==> src/rtl/spi_rs_pkg.sv <==
package spi_rs_pkg;
  localparam int CMD_W  = 8;
  localparam int DATA_W = 16;
  localparam int ADDR_W = CMD_W - 1;
  localparam int FRAME_W = CMD_W + DATA_W;

  typedef struct packed {
    logic              rd;
    logic [ADDR_W-1:0] addr;
  } cmd_t;

  function automatic cmd_t decode_cmd(input logic [CMD_W-1:0] raw);
    cmd_t c;
    c.rd   = raw[CMD_W-1];
    c.addr = raw[ADDR_W-1:0];
    return c;
  endfunction

  function automatic logic addr_mapped(input logic [ADDR_W-1:0] a, input int n);
    return int'(a) < n;
  endfunction
endpackage

==> src/rtl/rs_edge_sync.sv <==
module rs_edge_sync #(
  parameter int  STAGES    = 2,
  parameter logic RESET_VAL = 1'b0
) (
  input  logic clk,
  input  logic rst_n,
  input  logic async_in,
  output logic level,
  output logic rise,
  output logic fall
);
  logic [STAGES-1:0] chain;
  logic              last;

  generate
    for (genvar s = 0; s < STAGES; s++) begin : g_stage
      always_ff @(posedge clk or negedge rst_n) begin
        if (!rst_n) chain[s] <= RESET_VAL;
        else if (s == 0) chain[s] <= async_in;
        else chain[s] <= chain[(s == 0) ? 0 : s-1];
      end
    end
  endgenerate

  always_ff @(posedge clk or negedge rst_n) begin
    if (!rst_n) last <= RESET_VAL;
    else last <= chain[STAGES-1];
  end

  assign level = chain[STAGES-1];
  assign rise  = chain[STAGES-1] & ~last;
  assign fall  = ~chain[STAGES-1] & last;
endmodule

==> src/rtl/rs_frame_ctrl.sv <==
module rs_frame_ctrl
  import spi_rs_pkg::*;
#(
  parameter int CNT_W = $clog2(FRAME_W + 1)
) (
  input  logic               clk,
  input  logic               rst_n,
  input  logic               sclk_rise,
  input  logic               cs_fall,
  input  logic               cs_rise,
  input  logic               din_s,
  output logic               active,
  output logic [CNT_W-1:0]   bit_cnt,
  output logic               frame_full,
  output logic               cmd_ready,
  output cmd_t               cmd,
  output logic               commit,
  output logic [ADDR_W-1:0]  commit_addr,
  output logic [DATA_W-1:0]  commit_data
);
  logic [FRAME_W-1:0] sr;
  logic               take_bit;

  assign frame_full = (bit_cnt == CNT_W'(FRAME_W));
  assign take_bit   = active && sclk_rise && !frame_full;

  always_ff @(posedge clk or negedge rst_n) begin
    if (!rst_n) begin
      active  <= 1'b0;
      bit_cnt <= '0;
      sr      <= '0;
    end else if (cs_fall) begin
      active  <= 1'b1;
      bit_cnt <= '0;
      sr      <= '0;
    end else if (cs_rise) begin
      active  <= 1'b0;
      bit_cnt <= '0;
    end else if (take_bit) begin
      sr      <= {sr[FRAME_W-2:0], din_s};
      bit_cnt <= bit_cnt + 1'b1;
    end
  end

  assign cmd_ready   = take_bit && (bit_cnt == CNT_W'(CMD_W - 1));
  assign cmd         = decode_cmd({sr[CMD_W-2:0], din_s});
  assign commit      = cs_rise && active && frame_full && !sr[FRAME_W-1];
  assign commit_addr = sr[FRAME_W-2:DATA_W];
  assign commit_data = sr[DATA_W-1:0];
endmodule

==> src/rtl/rs_dout_shift.sv <==
module rs_dout_shift #(
  parameter int W = 16
) (
  input  logic         clk,
  input  logic         rst_n,
  input  logic         clear,
  input  logic         load,
  input  logic [W-1:0] load_data,
  input  logic         sclk_fall,
  input  logic         enable,
  output logic         bit_out
);
  logic [W-1:0] sr;

  always_ff @(posedge clk or negedge rst_n) begin
    if (!rst_n) begin
      sr      <= '0;
      bit_out <= 1'b0;
    end else if (clear) begin
      sr      <= '0;
      bit_out <= 1'b0;
    end else if (load) begin
      sr <= load_data;
    end else if (sclk_fall && enable) begin
      bit_out <= sr[W-1];
      sr      <= {sr[W-2:0], 1'b0};
    end
  end
endmodule

==> src/rtl/rs_reg_bank.sv <==
module rs_reg_bank
  import spi_rs_pkg::*;
#(
  parameter int NUM_REGS = 8
) (
  input  logic              clk,
  input  logic              rst_n,
  input  logic              wr_en,
  input  logic [ADDR_W-1:0] wr_addr,
  input  logic [DATA_W-1:0] wr_data,
  input  logic [ADDR_W-1:0] rd_addr,
  output logic [DATA_W-1:0] rd_data
);
  logic [DATA_W-1:0] regs [NUM_REGS];

  generate
    for (genvar i = 0; i < NUM_REGS; i++) begin : g_reg
      always_ff @(posedge clk or negedge rst_n) begin
        if (!rst_n) regs[i] <= '0;
        else if (wr_en && wr_addr == ADDR_W'(i)) regs[i] <= wr_data;
      end
    end
  endgenerate

  always_comb begin
    rd_data = '0;
    for (int i = 0; i < NUM_REGS; i++)
      if (rd_addr == ADDR_W'(i)) rd_data = regs[i];
  end
endmodule

==> src/rtl/spi_cmd_regslave.sv <==
module spi_cmd_regslave
  import spi_rs_pkg::*;
#(
  parameter int NUM_REGS    = 8,
  parameter int SYNC_STAGES = 2
) (
  input  logic              clk,
  input  logic              rst_n,
  input  logic              sclk,
  input  logic              cs_n,
  input  logic              din,
  output logic              dout,
  output logic              dout_oe,
  output logic              reg_wr_en,
  output logic [ADDR_W-1:0] reg_wr_addr,
  output logic [DATA_W-1:0] reg_wr_data
);
  localparam int CNT_W = $clog2(FRAME_W + 1);
  localparam int NPIN  = 3;
  localparam logic [NPIN-1:0] PIN_RST = 3'b010;

  logic [NPIN-1:0] pin_raw, pin_lvl, pin_rise, pin_fall;
  assign pin_raw = {din, cs_n, sclk};

  generate
    for (genvar p = 0; p < NPIN; p++) begin : g_pin
      rs_edge_sync #(.STAGES(SYNC_STAGES), .RESET_VAL(PIN_RST[p])) u_sync (
        .clk(clk), .rst_n(rst_n), .async_in(pin_raw[p]),
        .level(pin_lvl[p]), .rise(pin_rise[p]), .fall(pin_fall[p])
      );
    end
  endgenerate

  logic sclk_rise_evt, sclk_fall_evt, cs_rise_evt, cs_fall_evt, din_s;
  assign sclk_rise_evt = pin_rise[0];
  assign sclk_fall_evt = pin_fall[0];
  assign cs_rise_evt   = pin_rise[1];
  assign cs_fall_evt   = pin_fall[1];
  assign din_s         = pin_lvl[2];

  logic              frame_open, frame_full, cmd_ready, commit;
  logic [CNT_W-1:0]  bit_cnt;
  cmd_t              cmd;
  logic [ADDR_W-1:0] commit_addr;
  logic [DATA_W-1:0] commit_data, rd_data;
  logic              dout_bit, rd_load;

  rs_frame_ctrl #(.CNT_W(CNT_W)) u_frame (
    .clk(clk), .rst_n(rst_n), .sclk_rise(sclk_rise_evt),
    .cs_fall(cs_fall_evt), .cs_rise(cs_rise_evt), .din_s(din_s),
    .active(frame_open), .bit_cnt(bit_cnt), .frame_full(frame_full),
    .cmd_ready(cmd_ready), .cmd(cmd), .commit(commit),
    .commit_addr(commit_addr), .commit_data(commit_data)
  );

  always_ff @(posedge clk or negedge rst_n) begin
    if (!rst_n) begin
      reg_wr_en   <= 1'b0;
      reg_wr_addr <= '0;
      reg_wr_data <= '0;
    end else begin
      reg_wr_en <= commit && addr_mapped(commit_addr, NUM_REGS);
      if (commit) begin
        reg_wr_addr <= commit_addr;
        reg_wr_data <= commit_data;
      end
    end
  end

  rs_reg_bank #(.NUM_REGS(NUM_REGS)) u_bank (
    .clk(clk), .rst_n(rst_n), .wr_en(reg_wr_en), .wr_addr(reg_wr_addr),
    .wr_data(reg_wr_data), .rd_addr(cmd.addr), .rd_data(rd_data)
  );

  assign rd_load = cmd_ready && cmd.rd;

  rs_dout_shift #(.W(DATA_W)) u_dout (
    .clk(clk), .rst_n(rst_n), .clear(cs_fall_evt | cs_rise_evt),
    .load(rd_load), .load_data(rd_data), .sclk_fall(sclk_fall_evt),
    .enable(frame_open), .bit_out(dout_bit)
  );

  assign dout_oe = frame_open;
  assign dout    = frame_open & dout_bit;
endmodule

==> config.mk <==
export PLATFORM = sky130hd
export DESIGN_NAME = spi_cmd_regslave
export DESIGN_NICKNAME = d
export VERILOG_FILES = /design/src/rtl/spi_rs_pkg.sv /design/src/rtl/rs_edge_sync.sv /design/src/rtl/rs_frame_ctrl.sv /design/src/rtl/rs_dout_shift.sv /design/src/rtl/rs_reg_bank.sv /design/src/rtl/spi_cmd_regslave.sv
export SDC_FILE = /design/constraint.sdc
export NUM_CORES = 1
export LEC_CHECK = 0
export ABC_CLOCK_PERIOD_IN_PS = 1900
export CORE_MARGIN = 8
export CORE_UTILIZATION = 36
export CTS_CLUSTER_DIAMETER = 50
export DETAILED_ROUTE_END_ITERATION = 6
export PLACE_DENSITY = 0.49
export SLEW_MARGIN = 10
export SYNTH_ARGS = -nofsm -noshare
export SYNTH_HDL_FRONTEND = slang
export SYNTH_SLANG_ARGS = --single-unit
==> constraint.sdc <==
create_clock -name clk -period 1.9 [get_ports clk]
set_input_delay 0.38 -clock clk [delete_from_list [all_inputs] [get_ports clk]]
set_output_delay 0.38 -clock clk [all_outputs]
set_load 0.01 [all_outputs]
==> impl_metrics.py <==
metrics = {
    "outcome": {
        "run_status": "finished, violations left",
        "violations": "setup timing",
    },
    "clock_tree": {
        "cts.path.max_buffers": 3,
        "numCtsBuffers": 26,
        "clkTransAtPathRegs_ns": 0.06,
        "cts_tree": "yes",
        "clk_latency_ns": 0.53,
        "h-tree-depth": 1,
        "cts.sinks": 207,
        "cts_root_buf": "clkbuf_16",
    },
    "logic_synthesis": {
        "synth_enable_flop_cells": 0,
        "async_reset_ff_share_pct": 100,
        "synthFlopType": "dfrtp_1",
        "syn_avg_cell_area_um2": 13.8,
        "synth_area_leader_cell": "dfrtp_1",
        "yosysUniqueCellTypes": 46,
        "yosys-top-cells-area": "dfrtp_1 (55%), mux2_2 (16%), mux4_2 (4.2%)",
        "syn_inst": 670,
        "syn_nets": 679,
        "synth_top_area_share_pct": 55.4,
        "synthesis.area_mm2": 0.00922,
        "yosys_register_bits": 207,
        "yosys_warnings": 0,
        "yosysSeqAreaShare_pct": 56.2,
    },
    "die": {
        "die_x_um": 176,
        "row_count": 58,
        "pin_count": 31,
        "die_area_mm2": 0.0310,
        "coreArea_mm2": 0.0252,
        "die_h_um": 176,
        "initial_core_util_pct": 36.6,
    },
    "timing": {
        "finalWorstSetupSlack_ns": -0.0461,
        "min_period_ns": 1.95,
        "setup_viol": 47,
        "finalHoldViolCount": 0,
        "fmax_mhz": 514,
        "rsz0062_at_grt": "true",
        "fin_crit_sh_pct": 102,
        "holdWs_ns": 0.267,
        "slew_headroom_pct": 65.5,
        "worstMarginPinSlew_ns": 0.518,
        "finClkSkew_ns": 0.0181,
        "drv_slew": 0,
    },
    "placement": {
        "dp.cells": 1056,
        "portBuffers": 30,
        "dp_hpwl_um": 15500,
        "place.gp.congestion": 0.757,
    },
    "global_routing": {
        "grt_use_total_pct": 15.6,
        "overflow": 0,
        "grt_max_degree": 58,
        "grt_pass1_vias": 6481,
        "antenna_found_initial": 1,
        "grt_first_pass_wirelength_um": 38300,
    },
    "power_and_ir_drop": {
        "combPwrFrac_pct": 5.2,
        "clockPowerShare_pct": 51.0,
        "powerDensity_mw_per_mm2": 832,
        "cellLeakagePower_nw": 5.72,
        "p_int_mw": 8.03,
        "swShare_pct": 21.7,
        "seqPwrFrac_pct": 43.8,
        "ir_drop_v": 0.000571,
        "p_sw_mw": 2.22,
    },
    "critical_path": {
        "arrival_ns": 2.35,
        "cp_data_required_time_ns": 2.30,
        "cp-start-kind": "register",
        "crit_type": "register to register",
        "cp-end-kind": "register",
        "crit_fanout": 16,
    },
    "finish": {
        "diodes": 0,
        "area_growth_pct": 33.6,
        "nNetsFinal": 792,
        "drive_above_1_share_pct": 45.1,
        "fin_cells": 1133,
    },
    "drt": {
        "drtIter0Drc": 356,
        "wl_per_cell_um": 22.0,
        "drt.antenna.violating_nets": 0,
        "drc": 0,
        "dr_total_vias": 6012,
        "routed_wirelength_um": 24900,
        "firstDrtPassIters": 4,
        "vias_per_cell": 5.31,
    },
    "run": {
        "maxCapViolations": 0,
    },
    "worst_hold_path": {
        "hold_path.class": "input pin to register",
    },
}
-- routing by layer --
metal | global-route usage (%) | share of wire, % | wire, um | up-vias
li1 | - | - | - | 2715
met1 | 22.3 | 48 | 11800 | 3184
met2 | 24.6 | 47 | 11800 | 92
met3 | 1.97 | 3.8 | 934 | 21
met4 | 4.31 | 1.2 | 305 | 0
met5 | 0 | 0 | 0 | -
-- cell usage after synthesis, drive strengths merged, types with 6 or more instances --
library cell / n
dfrtp: 204
mux2: 152
o21ai: 36
a2bb2oi: 28
buf: 27
a22o: 24
nand2: 24
clkbuf: 19
nand2b: 18
nor2: 18
mux4: 17
nand3b: 17
and3: 16
a221oi: 14
a21oi: 6
inv: 6
-- registers in the layout, summed over array words and instances (netlist names) --
signal	count
u_bank.regs	128
u_frame.sr	24
reg_wr_data	16
u_dout.sr	16
reg_wr_addr	7
u_frame.bit_cnt	5
g_pin.u_sync.chain	3
g_pin.u_sync.level	3
g_pin.u_sync.last	2
reg_wr_en	1
u_dout.bit_out	1
u_frame.active	1
-- cell families (layout without fill, tap and decap cells) --
logic type,after synthesis,in the layout,synth area share (%)
compound gates,114,114,9.06
fa+ha+maj,4,4,0.543
buf+inv,52,185,2.78
flops,207,207,56.2
mux,171,171,23.3
simple gates,122,122,8.06
-- critical path, stage by stage (launching register included) --
cell and delay, ns:
dfrtp_1 0.39, nor4_2 0.28, and2_4 0.20, buf_6 0.10, nand2b_4 0.09, nor3b_4 0.22
buf_12 0.21, mux2_2 0.35
-- placed cells by master, fill, tap and decap left out, types with 5 or more instances in the layout --
master           netlist  routed
a21oi_1                6       5
a221oi_2               0      11
a22o_1                24      24
a2bb2oi_1             28      24
and3_1                16      12
buf_12                 0      25
buf_4                  2      56
buf_6                  4      10
clkbuf_1              19       5
clkbuf_16              0      31
clkbuf_8               0       8
clkdlybuf4s50_1        0      16
dfrtp_1              204     197
dfrtp_2                0       7
dlygate4sd2_1          0      11
inv_1                  6       6
mux2_2               132      70
mux2_4                10      82
mux4_2                17      17
nand2_1               24      23
nand2b_1              18      17
nand3b_1              17      17
nor2_1                16      15
o21ai_0               24      14
o21ai_1               12      22
-- metrics by stage --
step	area [um2]	worst slack [ns]	power [mW]	util (%)	TNS [ns]
floorplan	9290	-0.0954	4.78	-	-3.18
detailed placement	10600	-0.171	5.07	42.0	-8.72
CTS	11800	-0.0907	10.3	46.8	-1.55
global placement	10600	-0.179	5.05	42.0	-11.67
finish	12300	-0.0461	10.2	48.9	-0.920
global route	12300	-0.178	10.6	48.9	-12.34
-- final timing paths --
kind	to	slack (ns)	depth (start not counted)	startpoint
max	u_bank.regs[84]	-0.05	7	reg_wr_addr[6]
max reg2reg	u_bank.regs[84]	-0.05	7	reg_wr_addr[6]
min reg2reg	g_pin[0].u_sync.level	0.34	0	g_pin[0].u_sync.chain[0]
max in group asynchronous	g_pin[1].u_sync.level	0.82	3	rst_n
min in group asynchronous	reg_wr_addr[6]	0.40	2	rst_n
min	g_pin[1].u_sync.chain[0]	0.27	1	cs_n
-- cell type report --
| cell class | instances | area (um2) |
|---|---|---|
| well taps | 330 | 413 |
| clock buffers | 38 | 766 |
| repair buffers | 131 | 1540 |
| clock inverters | 10 | 168 |
| fillers | 2173 | 12900 |
| flip-flops and latches | 207 | 5190 |
| inverters | 6 | 22.5 |
| multi-input cells | 411 | 4220 |
-- power groups by stage --
| stage | Clock [mW] | Sequential [mW] | Combinational [mW] |
|---|---|---|---|
| after floorplan | 0 | 4.56 | 0.219 |
| after global placement | 0 | 4.56 | 0.490 |
| after detailed placement | 0 | 4.56 | 0.504 |
| after CTS | 5.34 | 4.48 | 0.515 |
| after global routing | 5.52 | 4.49 | 0.592 |
| final | 5.23 | 4.48 | 0.536 |
-- what timing repair did --
item	CTS	global route
hold buffers	1	0
endpoints found under the hold margin	51	0
buffers inserted	9	13
endpoints found under the setup margin	116	171
pin swaps	5	24
gates cloned	3	7
gates resized for setup	49	92
No activity file was read; power rests on OpenSTA's default activity.
